--- src/rtl/sat_arith_pkg.sv ---
package sat_arith_pkg;

   typedef enum logic [2:0] {
      OP_ADD_RR  = 3'd0,
      OP_ADD_IS  = 3'd1,
      OP_SUB_RR  = 3'd2,
      OP_SUB_IL  = 3'd3,
      OP_RSUB_RR = 3'd4
   } sa_op_e;

   typedef struct packed {
      logic z;
      logic s;
      logic cy;
      logic ov;
   } sa_flags_t;

endpackage

--- src/rtl/sa_imm_ext.sv ---
module sa_imm_ext #(
   parameter int IN_W  = 5,
   parameter int OUT_W = 32
) (
   input  logic [IN_W-1:0]  imm_i,
   output logic [OUT_W-1:0] ext_o
);
   localparam int PAD_W = OUT_W - IN_W;

   initial begin : chk_widths
      if (IN_W < 1 || IN_W >= OUT_W)
         $fatal(1, "sa_imm_ext: IN_W must be in 1..OUT_W-1");
   end

   assign ext_o = {{PAD_W{imm_i[IN_W-1]}}, imm_i};
endmodule

--- src/rtl/sa_operand_mux.sv ---
module sa_operand_mux
   import sat_arith_pkg::*;
#(
   parameter int DATA_W = 32
) (
   input  logic [2:0]        op_i,
   input  logic [DATA_W-1:0] reg_a_i,
   input  logic [DATA_W-1:0] reg_b_i,
   input  logic [DATA_W-1:0] simm_i,
   input  logic [DATA_W-1:0] limm_i,
   output logic [DATA_W-1:0] x_o,
   output logic [DATA_W-1:0] y_o,
   output logic              is_sub_o,
   output logic              legal_o
);
   // x is the sign-deciding operand: first addend or minuend.
   always_comb begin
      x_o      = reg_a_i;
      y_o      = reg_b_i;
      is_sub_o = 1'b0;
      legal_o  = 1'b1;
      case (sa_op_e'(op_i))
         OP_ADD_RR:  begin x_o = reg_a_i; y_o = reg_b_i; end
         OP_ADD_IS:  begin x_o = simm_i;  y_o = reg_b_i; end
         OP_SUB_RR:  begin x_o = reg_b_i; y_o = reg_a_i; is_sub_o = 1'b1; end
         OP_SUB_IL:  begin x_o = reg_b_i; y_o = limm_i;  is_sub_o = 1'b1; end
         OP_RSUB_RR: begin x_o = reg_a_i; y_o = reg_b_i; is_sub_o = 1'b1; end
         default:    legal_o = 1'b0;
      endcase
   end
endmodule

--- src/rtl/sa_addsub_core.sv ---
module sa_addsub_core
   import sat_arith_pkg::*;
#(
   parameter int DATA_W       = 32,
   parameter bit SHARED_ADDER = 1'b1
) (
   input  logic [DATA_W-1:0] x_i,
   input  logic [DATA_W-1:0] y_i,
   input  logic              is_sub_i,
   output logic [DATA_W-1:0] raw_o,
   output logic [DATA_W-1:0] sat_res_o,
   output sa_flags_t         flags_o
);
   localparam int                MSB     = DATA_W - 1;
   localparam logic [DATA_W-1:0] POS_MAX = {1'b0, {(DATA_W-1){1'b1}}};
   localparam logic [DATA_W-1:0] NEG_MIN = {1'b1, {(DATA_W-1){1'b0}}};

   logic cy;
   logic ov;

   generate
      if (SHARED_ADDER) begin : g_shared
         // One adder: subtraction as x + ~y + 1, borrow is inverted carry.
         logic [DATA_W-1:0] y_eff;
         logic [DATA_W:0]   sum;
         assign y_eff = is_sub_i ? ~y_i : y_i;
         assign sum   = {1'b0, x_i} + {1'b0, y_eff} + {{DATA_W{1'b0}}, is_sub_i};
         assign raw_o = sum[MSB:0];
         assign cy    = is_sub_i ? ~sum[DATA_W] : sum[DATA_W];
         assign ov    = (x_i[MSB] == y_eff[MSB]) && (sum[MSB] != x_i[MSB]);
      end else begin : g_split
         // Two parallel paths, selected at the end.
         logic [DATA_W:0] add_w;
         logic [DATA_W:0] sub_w;
         logic            add_ov;
         logic            sub_ov;
         assign add_w  = {1'b0, x_i} + {1'b0, y_i};
         assign sub_w  = {1'b0, x_i} - {1'b0, y_i};
         assign add_ov = (x_i[MSB] == y_i[MSB]) && (add_w[MSB] != x_i[MSB]);
         assign sub_ov = (x_i[MSB] != y_i[MSB]) && (sub_w[MSB] != x_i[MSB]);
         assign raw_o  = is_sub_i ? sub_w[MSB:0] : add_w[MSB:0];
         assign cy     = is_sub_i ? sub_w[DATA_W] : add_w[DATA_W];
         assign ov     = is_sub_i ? sub_ov : add_ov;
      end
   endgenerate

   assign sat_res_o  = ov ? (x_i[MSB] ? NEG_MIN : POS_MAX) : raw_o;
   assign flags_o.z  = (raw_o == '0);
   assign flags_o.s  = raw_o[MSB];
   assign flags_o.cy = cy;
   assign flags_o.ov = ov;
endmodule

--- src/rtl/sa_status_reg.sv ---
module sa_status_reg
   import sat_arith_pkg::*;
#(
   parameter int DATA_W = 32
) (
   input  logic              clk_i,
   input  logic              rst_ni,
   input  logic              fire_i,
   input  logic              sat_clr_i,
   input  logic [DATA_W-1:0] res_d_i,
   input  sa_flags_t         flags_d_i,
   output logic [DATA_W-1:0] res_q_o,
   output sa_flags_t         flags_q_o,
   output logic              sat_q_o
);
   localparam logic [DATA_W-1:0] POS_MAX = {1'b0, {(DATA_W-1){1'b1}}};
   localparam logic [DATA_W-1:0] NEG_MIN = {1'b1, {(DATA_W-1){1'b0}}};

   always_ff @(posedge clk_i) begin
      if (!rst_ni) begin
         res_q_o   <= '0;
         flags_q_o <= '0;
         sat_q_o   <= 1'b0;
      end else begin
         if (fire_i) begin
            res_q_o   <= res_d_i;
            flags_q_o <= flags_d_i;
         end
         sat_q_o <= (sat_q_o & ~sat_clr_i) | (fire_i & flags_d_i.ov);
      end
   end

   AST_CLAMP_EXTREME: assert property (@(posedge clk_i) disable iff (!rst_ni)
      flags_q_o.ov |-> (res_q_o == POS_MAX || res_q_o == NEG_MIN));
   AST_OVF_RAISES_SAT: assert property (@(posedge clk_i) disable iff (!rst_ni)
      (fire_i && flags_d_i.ov) |=> (flags_q_o.ov && sat_q_o));
   AST_SAT_STICKY: assert property (@(posedge clk_i) disable iff (!rst_ni)
      (sat_q_o && !sat_clr_i) |=> sat_q_o);
   AST_IDLE_HOLDS: assert property (@(posedge clk_i) disable iff (!rst_ni)
      !fire_i |=> ($stable(res_q_o) && $stable(flags_q_o)));
   AST_CLEAN_PASSES: assert property (@(posedge clk_i) disable iff (!rst_ni)
      (fire_i && !flags_d_i.ov) |=> !flags_q_o.ov);
endmodule

--- src/rtl/sat_arith_unit.sv ---
module sat_arith_unit
   import sat_arith_pkg::*;
#(
   parameter int DATA_W       = 32,
   parameter int SIMM_W       = 5,
   parameter int LIMM_W       = 16,
   parameter bit SHARED_ADDER = 1'b1
) (
   input  logic              clk_i,
   input  logic              rst_ni,
   input  logic              valid_i,
   input  logic [2:0]        op_i,
   input  logic [DATA_W-1:0] reg_a_i,
   input  logic [DATA_W-1:0] reg_b_i,
   input  logic [LIMM_W-1:0] imm_i,
   input  logic              sat_clr_i,
   output logic [DATA_W-1:0] result_o,
   output logic              zero_o,
   output logic              sign_o,
   output logic              carry_o,
   output logic              ovf_o,
   output logic              sat_o
);
   initial begin : chk_params
      if (SIMM_W > LIMM_W)
         $fatal(1, "sat_arith_unit: SIMM_W must not exceed LIMM_W");
      if (LIMM_W >= DATA_W)
         $fatal(1, "sat_arith_unit: LIMM_W must be below DATA_W");
   end

   logic [DATA_W-1:0] simm_ext;
   logic [DATA_W-1:0] limm_ext;
   logic [DATA_W-1:0] opx;
   logic [DATA_W-1:0] opy;
   logic              is_sub;
   logic              legal;
   logic [DATA_W-1:0] raw;
   logic [DATA_W-1:0] sat_res;
   sa_flags_t         flags_d;
   sa_flags_t         flags_q;
   logic              fire;

   sa_imm_ext #(.IN_W(SIMM_W), .OUT_W(DATA_W)) u_simm (
      .imm_i (imm_i[SIMM_W-1:0]),
      .ext_o (simm_ext)
   );

   sa_imm_ext #(.IN_W(LIMM_W), .OUT_W(DATA_W)) u_limm (
      .imm_i (imm_i),
      .ext_o (limm_ext)
   );

   sa_operand_mux #(.DATA_W(DATA_W)) u_mux (
      .op_i     (op_i),
      .reg_a_i  (reg_a_i),
      .reg_b_i  (reg_b_i),
      .simm_i   (simm_ext),
      .limm_i   (limm_ext),
      .x_o      (opx),
      .y_o      (opy),
      .is_sub_o (is_sub),
      .legal_o  (legal)
   );

   sa_addsub_core #(.DATA_W(DATA_W), .SHARED_ADDER(SHARED_ADDER)) u_core (
      .x_i       (opx),
      .y_i       (opy),
      .is_sub_i  (is_sub),
      .raw_o     (raw),
      .sat_res_o (sat_res),
      .flags_o   (flags_d)
   );

   assign fire = valid_i & legal;

   sa_status_reg #(.DATA_W(DATA_W)) u_stat (
      .clk_i     (clk_i),
      .rst_ni    (rst_ni),
      .fire_i    (fire),
      .sat_clr_i (sat_clr_i),
      .res_d_i   (sat_res),
      .flags_d_i (flags_d),
      .res_q_o   (result_o),
      .flags_q_o (flags_q),
      .sat_q_o   (sat_o)
   );

   assign zero_o  = flags_q.z;
   assign sign_o  = flags_q.s;
   assign carry_o = flags_q.cy;
   assign ovf_o   = flags_q.ov;

   AST_Z_FROM_RAW: assert property (@(posedge clk_i) disable iff (!rst_ni)
      (fire && raw == '0) |=> zero_o);
   AST_RESULT_NO_OVF: assert property (@(posedge clk_i) disable iff (!rst_ni)
      (fire && !flags_d.ov) |=> (result_o == $past(raw)));
endmodule

--- config.mk ---
export PLATFORM = sky130hd
export DESIGN_NAME = sat_arith_unit
export DESIGN_NICKNAME = d
export VERILOG_FILES = /design/src/rtl/sat_arith_pkg.sv /design/src/rtl/sa_imm_ext.sv /design/src/rtl/sa_operand_mux.sv /design/src/rtl/sa_addsub_core.sv /design/src/rtl/sa_status_reg.sv /design/src/rtl/sat_arith_unit.sv
export SDC_FILE = /design/constraint.sdc
export NUM_CORES = 1
export LEC_CHECK = 0
export CAP_MARGIN = 10
export CORE_MARGIN = 2
export CORE_UTILIZATION = 30
export CTS_CLUSTER_DIAMETER = 150
export DETAILED_ROUTE_END_ITERATION = 10
export GPL_ROUTABILITY_DRIVEN = 0
export PLACE_DENSITY = 0.51
export SLEW_MARGIN = 5
export SYNTH_ARGS = -nofsm -noshare
export SYNTH_HDL_FRONTEND = slang
export SYNTH_SLANG_ARGS = --single-unit
--- constraint.sdc ---
create_clock -name clk_i -period 11.7 [get_ports clk_i]
set_input_delay 2.34 -clock clk_i [delete_from_list [all_inputs] [get_ports clk_i]]
set_output_delay 2.34 -clock clk_i [all_outputs]
set_load 0.05 [all_outputs]
==> flow_summary.toml <==
[synthesis]
ys.flop_type = "dfxtp_1"
synth-seq-area-share_pct = 14.7
syn-num-nets = 860
syn-instance-count = 741
synthArstFlopShare_pct = 0
netlist_area_sq_um = 5050
ys_types = 74
yosys_register_bits = 37
yosys_warnings = 0
synth.avg_cell_area_sq_um = 6.82
synth-edff-count = 0

[clock_network]
cts_buffer_depth = 2
clkTransAtPathRegs_ns = 0.05
htreeDepth = 2
cts.sinks = 37
clk-insertion-delay-late_ns = 0.28
post_cts_buffers = 0
root_buffer = "clkbuf_16"
post_cts_resize_count = 0
postCtsHoldBufs = 0
cts_tree = "yes"
numCtsBuffers = 5

[layout]
areaGrowthSynthToFinish_pct = 27.2
drive_above_1_share_pct = 5.14
layout.nets = 935
n_antenna_cell = 0
fill_cells = 1748

[detailed_routing]
drt_pass1_iterations = 6
drc = 0
ant_nets = 0
vias = 6037
routed_wl_microns = 18000
avgRoutedWirePerCell_microns = 17.4
vias_per_cell = 5.82
drt_iter0_markers = 551

[floorplanning]
start_util_pct = 30.6
die-area_sq_um = 17900
fp-row-count = 47
num_io_pins = 124
core-area_sq_um = 16500
fp.dieW_microns = 134
dieHeight_microns = 134

[power_and_ir_drop]
power_leakage_uw = 0.00237
max-vdd-ir-drop_v = 0.0000625
pwr_density_cell_nw_per_um2 = 122

[sta]
fin_crit_sh_pct = 69.1
clock_skew_ns = 0
final-setup-viol-count = 0
hold_ws_ns = 0.467
clock.fmax_ghz = 0.124
relSlewSlack_pct = 36.8
finalMaxSlewViolations = 0
hold_violations = 0
finalCriticalPeriod_ns = 8.08
worst_pin_slew_ns = 0.947
tns_ns = 0
rsz0062_at_grt = "no"

[critical_path]
ff2ff_setup_slack_ns = 10.77
critPathCaptureType = "flip-flop"
r2r.worst_path.cells = 4
path_max_fanout = 67
path_depth = 18
crit_chain = "clkdlybuf4s50_1 > buf_4 > nor2b_4 > buf_4 > or2_2 > o22ai_1 > a21oi_1 > ha_1 > and3_1 > a221oi_1 > o21ai_0 > o21ai_1 > nand3_1 > nand2_1 > o211a_1 > o21a_1 > a21o_1 > nor3_1"
timing.rr.start = "u_stat.res_q_o[6]"
crit_start = "op_i[1]"
worstSetupEndpoint = "u_stat.res_q_o[23]"
cp_slowest_cell = "a21o_1"
cpPeakStageDelay_ns = 0.76
cp_num_buf_inv = 3
cp_data_arrival_time_ns = 8.21
path_delay_family = "compound AO/OA/AOI/OAI gates"
cp-start-kind = "input port"
crit_top_cell = "buf_4"
timing.rr.end = "u_stat.res_q_o[6]"
critPathKind = "in -> reg"
worstPathRequired_ns = 11.82

[placed_design]
portBuffers = 123
dp_hpwl_microns = 13800

[flow_run]
maxCapViolCount = 0

[outcome]
status = "completed"

[global_route]
grtUsageTotal_pct = 19.7
grt_pass1_vias = 5717
grt_pass1_wl_microns = 29400
antenna_found_initial = 0
grt_max_degree = 71
overflow = 0

[hold_path]
hold_class = "reg -> reg"
-- layout make-up --
type	instances	area, sq um	share of cell area, %
inverters	14	52.6	0.818
well taps	220	275	4.28
clock buffers	8	136	2.12
repair buffers	131	1290	20.0
flip-flops and latches	37	741	11.5
multi-input cells	627	3940	61.2
-- tightest hold or removal path: stages, from the launching register on --
cell and delay [ns]:
dfxtp_1 0.31, nand2_1 0.05, a21oi_1 0.05
-- through the flow --
stage | cells | area (sq um) | setup slack (ns) | power (uW) | utilization [%]
floorplan | 741 | 5050 | 5.44 | 511 | -
global placement | 1029 | 6290 | 3.53 | 645 | 38.1
detailed placement | 1029 | 6290 | 3.44 | 650 | 38.1
CTS | 1037 | 6430 | 3.69 | 777 | 38.9
global route | 1037 | 6430 | 3.21 | 836 | 38.9
finish | 1037 | 6430 | 3.62 | 782 | 38.9
-- where the power goes --
group | internal, uW | switching [uW] | leakage [uW] | total, uW
logic | 195 | 311 | 0.00200 | 506
registers | 142 | 8.73 | 0.000306 | 150
clock network | 79.1 | 46.7 | 0.0000652 | 126
-- cell usage in the layout, fill, tap and decap left out, types with 4 or more instances in the layout --
| cell | n |
|---|---|
| buf_4 | 8 |
| nand2_1 | 60 |
| o21bai_1 | 5 |
| ha_1 | 31 |
| nand3_1 | 12 |
| a211oi_1 | 6 |
| and3_1 | 4 |
| nand3b_1 | 15 |
| a21oi_1 | 97 |
| dfxtp_1 | 37 |
| nor2_1 | 60 |
| nor4_1 | 7 |
| xnor2_1 | 14 |
| a21o_1 | 12 |
| o211ai_1 | 7 |
| o22ai_1 | 53 |
| xor2_1 | 11 |
| nor2b_1 | 7 |
| clkdlybuf4s50_1 | 122 |
| nand4_1 | 7 |
| or2_2 | 6 |
| a311oi_1 | 5 |
| clkbuf_16 | 5 |
| inv_1 | 14 |
| o21a_1 | 6 |
| o21ai_0 | 88 |
| nor3_1 | 7 |
| or3_1 | 4 |
| a21o_2 | 4 |
| a31oi_1 | 8 |
| a22oi_1 | 37 |
-- how the worst min path moves through the flow --
stage / slack (ns) / depth (start not counted) / start / end
floorplan: 0.67 / 2 / u_stat.flags_q_o[2] / u_stat.flags_q_o[2]
global placement: 0.46 / 2 / u_stat.flags_q_o[2] / u_stat.flags_q_o[2]
detailed placement: 0.46 / 2 / u_stat.flags_q_o[2] / u_stat.flags_q_o[2]
CTS: 0.47 / 2 / u_stat.flags_q_o[2] / u_stat.flags_q_o[2]
global route: 0.51 / 2 / u_stat.res_q_o[13] / u_stat.res_q_o[13]
finish: 0.47 / 2 / u_stat.flags_q_o[2] / u_stat.flags_q_o[2]
-- state kept, by name, indices dropped and copies added (netlist names) --
name,flops
u_stat.flags_q_o,4
u_stat.res_q_o,32
u_stat.sat_q_o,1
-- metal layers --
layer | GRT usage [%] | up-vias | wire length, microns
li1 | - | 2950 | -
met1 | 30.2 | 2810 | 9120
met2 | 29.7 | 259 | 7460
met3 | 1.85 | 18 | 1230
met4 | 4.37 | 0 | 210
met5 | 0 | - | 0
-- cells in the mapped netlist, types with 3 or more instances --
library cell   n  area (sq um)
nor3_1         7          35.0
or3_1          4          25.0
nand2_1       60           225
nand3_1       12          60.1
inv_1         14          52.6
nand2b_1       3          18.8
a21o_2         4          35.0
o21bai_1       5          37.5
o31ai_1        3          22.5
and2_1         3          18.8
a31oi_1        8          50.1
mux2i_1        3          30.0
a211oi_1       6          45.0
and3_2         3          22.5
ha_1          31           388
o21ai_0       88           440
clkbuf_1      41           154
a311oi_1       5          43.8
o22ai_1       53           332
xnor2_1       14           123
a21o_1        12          90.1
nand4_1        7          43.8
o21a_1         6          45.0
nor2_1        60           225
o211ai_1       7          52.6
buf_2          8          40.0
nor2b_1       10          62.6
or2_2          6          37.5
nand3b_1      15           113
xor2_1        11          96.3
a22oi_1       37           278
and3_1         4          25.0
dfxtp_1       37           741
buf_1          4          15.0
nor4_1         7          43.8
a21oi_1       97           485
-- kinds of logic (layout without fill, tap and decap cells) --
family | after synthesis | after routing | share of synthesized area (%)
compound gates | 356 | 356 | 44.1
fa+ha+maj | 32 | 32 | 8.07
xor+xnor | 25 | 25 | 4.33
simple gates | 210 | 210 | 20.3
buf+inv | 77 | 153 | 7.72
flops | 37 | 37 | 14.7
mux | 4 | 4 | 0.817
(Power assumes the default switching activity.)
